## config.mk

```make
export PLATFORM = sky130hd
export DESIGN_NAME = hdr_xor_framer
export DESIGN_NICKNAME = d
export VERILOG_FILES = /design/src/rtl/hdr_xor_framer.sv
export SDC_FILE = /design/constraint.sdc
export NUM_CORES = 1
export LEC_CHECK = 0
export ABC_AREA = 1
export BUFFER_PORTS_ARGS = -buffer_cell sky130_fd_sc_hd__buf_4
export CAP_MARGIN = 20
export CORE_MARGIN = 1.5
export CORE_UTILIZATION = 30
export DETAILED_ROUTE_END_ITERATION = 16
export HOLD_SLACK_MARGIN = 0.08
export PLACE_DENSITY_LB_ADDON = 0.05
export SLEW_MARGIN = 15
export SYNTH_ARGS = -nofsm -noshare
export SYNTH_HDL_FRONTEND = slang
export SYNTH_SLANG_ARGS = --single-unit
```

## constraint.sdc

```tcl
create_clock -name clk -period 6.71 [get_ports clk]
set_input_delay 0.671 -clock clk [delete_from_list [all_inputs] [get_ports clk]]
set_output_delay 0.671 -clock clk [all_outputs]
set_load 0.02 [all_outputs]
```

## src/rtl/hdr_xor_framer.sv

```systemverilog
module hdr_xor_framer #(
  parameter int HDR_BYTES = 4,
  parameter int PAY_BYTES = 8,
  parameter int BW        = 8
) (
  input  logic          clk,
  input  logic          rst_n,
  input  logic [BW-1:0] in_data,
  input  logic          in_valid,
  output logic          in_ready,
  output logic [BW-1:0] out_data,
  output logic          out_valid,
  output logic          out_first,
  output logic          out_last,
  output logic          bad_check
);
  localparam int FRAME = HDR_BYTES + PAY_BYTES + 1;
  localparam int IW = $clog2(FRAME);
  localparam logic [IW-1:0] LAST = IW'(FRAME - 1);
  localparam logic [IW-1:0] HEND = IW'(HDR_BYTES);

  logic [BW-1:0] store [2][FRAME];
  logic [1:0]    full, pass;
  logic          wr_sel, rd_sel, streaming;
  logic [IW-1:0] wr_idx, rd_idx;
  logic [BW-1:0] fold;

  wire take     = in_valid && in_ready;
  wire wr_done  = take && (wr_idx == LAST);
  wire judge    = full[rd_sel] && !streaming;
  wire rd_free  = (judge && !pass[rd_sel]) || (streaming && rd_idx == LAST);

  assign in_ready = !full[wr_sel];

  always_ff @(posedge clk)
    if (take) store[wr_sel][wr_idx] <= in_data;

  always_ff @(posedge clk or negedge rst_n) begin
    if (!rst_n) begin
      wr_sel <= 1'b0;
      wr_idx <= '0;
      fold   <= '0;
      pass   <= '0;
    end else if (take) begin
      if (wr_done) begin
        wr_idx       <= '0;
        wr_sel       <= ~wr_sel;
        fold         <= '0;
        pass[wr_sel] <= (fold == in_data);
      end else begin
        wr_idx <= wr_idx + 1'b1;
        if (wr_idx < HEND) fold <= fold ^ in_data;
      end
    end
  end

  always_ff @(posedge clk or negedge rst_n) begin
    if (!rst_n) full <= '0;
    else begin
      if (wr_done) full[wr_sel] <= 1'b1;
      if (rd_free) full[rd_sel] <= 1'b0;
    end
  end

  always_ff @(posedge clk or negedge rst_n) begin
    if (!rst_n) begin
      rd_sel    <= 1'b0;
      rd_idx    <= '0;
      streaming <= 1'b0;
      out_data  <= '0;
      out_valid <= 1'b0;
      out_first <= 1'b0;
      out_last  <= 1'b0;
      bad_check <= 1'b0;
    end else begin
      out_valid <= 1'b0;
      out_first <= 1'b0;
      out_last  <= 1'b0;
      bad_check <= 1'b0;
      if (judge) begin
        if (pass[rd_sel]) begin
          streaming <= 1'b1;
          rd_idx    <= '0;
        end else begin
          bad_check <= 1'b1;
          rd_sel    <= ~rd_sel;
        end
      end else if (streaming) begin
        out_valid <= 1'b1;
        out_data  <= store[rd_sel][rd_idx];
        out_first <= (rd_idx == '0);
        out_last  <= (rd_idx == LAST);
        if (rd_idx == LAST) begin
          streaming <= 1'b0;
          rd_sel    <= ~rd_sel;
        end else begin
          rd_idx <= rd_idx + 1'b1;
        end
      end
    end
  end
endmodule


```

==> impl.org <==
** Global routing
- The initial antenna violation count is 1.
- Wire length of the first global-routing pass :: ~45 mm
- The number of global-route vias before repair was slightly below 7000.
- For this run, the total global-route usage over all layers was measured as 16.89%.
- Largest net degree at the start of global routing :: 80
- For this run the aggregate overflow at the end of global routing stands at 0.

** Run status
- The run finished with clean final reports.

** CTS
- Cell chosen for the clock root :: clkbuf_16
- Clock tree from TritonCTS :: done
- Number of gates given a new drive strength after cts :: 0
- After clock tree synthesis, the setup repair step added 0 buffers.
- TritonCTS Buffers :: 29
- CTS built an H-tree with a depth of 1.
- Clock-pin slew was measured on the worst setup and hold paths at 60 ps.
- At the later pin of the worst-skew pair, clock insertion delay measures 550 ps.
- Number of buffers between clock root and the deepest sink :: 3
- Number of sinks handled by clock tree synthesis :: ~240
- The number of hold buffers added after CTS was 0.

** Cells and area
- Ratio of cells with drive above 1 in the final layout :: a little under an eighth
- Final std cells w/o fill :: 1479
- Registers take 0.007127 sq mm.
- Count of nets after finishing :: 1018
- Area growth from synthesis to layout :: 15.06%
- Summing all multi-input logic gate instances after layout gives about 0.0027 sq mm.
- Utilization after layout :: a little over a third
- The filler cells instantiated in the layout total 3523.

** Placed design
- Counting tap cells, the placed design contains a total of approximately 1400 instances.
- Number of input and output port buffers inserted :: 23
- Weighted congestion at the end of routability-driven global placement :: 0.7451
- Summed over all nets, the half-perimeter wirelength after detailed placement is 17.58 mm.

** Worst setup path
- For this run, the slowest stage of the critical path takes approximately 870 ps.
- STA classifies the critical path endpoint as a flip-flop.
- The startpoint identified for the worst register-to-register timing path is wr_sel.
- Data arrival time at the worst-slack endpoint :: roughly 3500 ps
- CP top delay family :: simple AND/OR/NAND/NOR gates
- The largest individual stage delay along the critical path comes from the cell dfrtp_1.
- STA classifies the critical path startpoint as a flip-flop.
- Setup crit start :: wr_sel
- The critical path goes through inv_2, o21ai_2, nand2_2, inv_4, nand2_1, nor3_1.
- Worst Path Buf+Inv :: 2
- In this run the worst path has a maximum fanout of 15.
- Class of the most critical setup path :: reg2reg
- For the worst setup path, the data required time is between 6000 and 7000 ps.

** Job
- Across the run, the number of max-cap violations was 0.

** Route
- Dividing the detail-routed wire length by the instance count gives 19.99 um.
- # DRC :: 0
- The detail route stage leaves a number of antenna-violating nets equal to 0.
- First-iteration detailed-routing DRC count :: 511
- First-pass iteration count of the detailed router :: 5
- Final wirelength :: 29.57 mm
- The final route contains 6749 vias.
- Using the TritonRoute via totals, the vias-per-cell ratio works out to 4.563.

** STA
- The smallest clock period supported by the final layout is computed as between 3000 and 4000 ps.
- The final number of hold-violating endpoints was 0.
- In this run the tightest slew margin relative to its limit is between 20% and 30%.
- On the final layout, the worst clock skew is 11.14 ps.
- At the pin with the least slew margin, the transition time is 1056 ps.
- Setup repair after global routing missed its margin :: false
- In the finished design, the share of the clock period the worst path needs comes to 49.17%.
- Slew Viols, Final :: 0
- Final TNS setup :: 0 ps
- Based on the critical path, the design can be clocked at up to 0.3031 GHz.
- Finish-stage setup viols :: 0

** Logic synthesis
- Sorting the synthesized cells by area gives the leading types as edfxtp_1 60%, dfrtp_1 8.4%, nand2_1 8.3%.
- When the netlist entered floorplanning its net count stood at 996.
- Fraction of post-synthesis cell area in the top cell type by area :: between 50 and 60%
- Each instance of the synthesized netlist takes up on average 10.66 sq um.
- Synthesis produced a netlist whose cell count is 979.
- Register area share after synthesis :: 68.24%
- Cell area after synthesis :: 0.01044 sq mm
- For this run, asynchronously set or reset flops after synthesis account for 14.40%.
- Largest area contributor in the netlist :: edfxtp_1
- Yosys instantiated no cell more often than nand2_1.
- The commonest cells after synthesis are 232 x nand2_1, 208 x edfxtp_1, 120 x nand3_1.
- In this run, synthesis produced a sequential element count of 243.
- YS warnings :: 0
- The synthesized design contains 208 enable-type register cells.
- Unique cell type count in the Yosys netlist :: 30
- In the synthesized netlist the dominant register cell turns out to be edfxtp_1.

** Pwr
- VDD sags by at most 207.3 uV.
- Leakage Power :: 4.719 nW
- PnR Total Power :: 0.005169 W
- Power spread over the standard cell area amounts to approximately 430 mW/mm^2.

** Floorplan
- From bottom edge to top edge, the die measures 189.5 um.
- The floorplan step defined a die boundary enclosing 0.03592 sq mm.
- Once the floorplan was initialized, standard cells occupied 30.36% of the core.
- Overall die width :: 189.5 um
- In this run the core area contains 68 standard-cell rows.
- Pin placement for this block handled 24 I/O pins.
- The region available for standard cell placement spans 0.03437 sq mm.

** Min path
- The tightest min-delay check is of the in2async type.
==> path summary, 6_finish.rpt <==
path                                      to  slack (ps)  cells past startpoint
worst max-delay path            store[1][38]        3410                      6
worst min-delay path             out_data[3]          90                      1
worst max register to register  store[1][38]        3410                      6
worst min register to register     out_valid         460                      0
max in group asynchronous             rd_sel        6220                      1
min in group clk                   out_valid         460                      0
==> flip-flops by register name (all words and copies together) (netlist names) <==
| name | count |
|---|---|
| wr_idx | 4 |
| store | 208 |
| out_last | 1 |
| rd_sel | 1 |
| bad_check | 1 |
| wr_sel | 1 |
| full | 2 |
| pass | 2 |
| rd_idx | 4 |
| out_valid | 1 |
| out_first | 1 |
| streaming | 1 |
| out_data | 8 |
| fold | 8 |
==> cell usage in the layout, fill, tap and decap left out, drive strengths merged <==
master	Yosys	layout
ha	6	6
dfrtp	35	35
clkbuf	15	47
a21oi	18	18
buf	32	37
nand3	121	121
nor4	8	8
nor2	102	102
xor2	6	6
clkinv	1	9
xnor2	4	4
or2	1	1
inv	108	107
nor3	20	20
diode	0	1
nand2	234	234
edfxtp	208	208
o21ai	58	58
o22ai	2	2
==> final cells by class <==
class | instances | area share [%]
sequential | 243 | 59.35
inverter | 109 | 3.439
multi-input combinational | 580 | 22.68
clock buffer | 46 | 7.158
timing repair buffer | 38 | 2.313
tap | 455 | 4.741
antenna | 1 | 0.02084
clock inverter | 7 | 0.2918
==> where the power goes <==
part / internal [W] / leakage (nW) / switching (W)
combinational: 0.000474 / 1.97 / 0.00128
clock: 0.000869 / 0.447 / 0.000617
sequential: 0.00180 / 2.30 / 0.000127
total: 0.00315 / 4.72 / 0.00202
==> stage by stage <==
step | setup WS, ps | instance area [sq um] | hold WS, ps
finish | 3411 | 12010 | 89.35
global route | 3163 | 12010 | 122.5
CTS | 3262 | 11970 | 98.12
detailed placement | 3267 | 11070 | 463.7
global placement | 3357 | 11070 | 464.8
floorplan | 4397 | 10440 | 375.4
==> routing by layer <==
metal,global-route usage (%),vias up,routed length [um]
met3,1.983,38,895
met1,23.64,3308,14110
met4,3.846,0,551
met5,0,-,0
li1,-,3316,-
met2,28.02,87,14020
==> logic make-up (layout without fill, tap and decap cells) <==
family / after synthesis / after routing / synth area share, %
adders and majority gates: 6 / 6 / 0.7193
AOI/OAI and AO/OA: 78 / 78 / 3.800
DFF: 243 / 243 / 68.24
and+or+nand+nor: 486 / 486 / 20.08
buffers and inverters: 156 / 200 / 6.318
other: 0 / 1 / 0
xor gates and xnor gates: 10 / 10 / 0.8392
==> worst register-to-register path: stages, from the launching register on <==
cell and delay [ps]:
dfrtp_1 870, inv_2 390, o21ai_2 270, nand2_2 260, inv_4 190, nand2_1 110
nor3_1 820
Note: power is estimated with default switching activity, not from simulation.
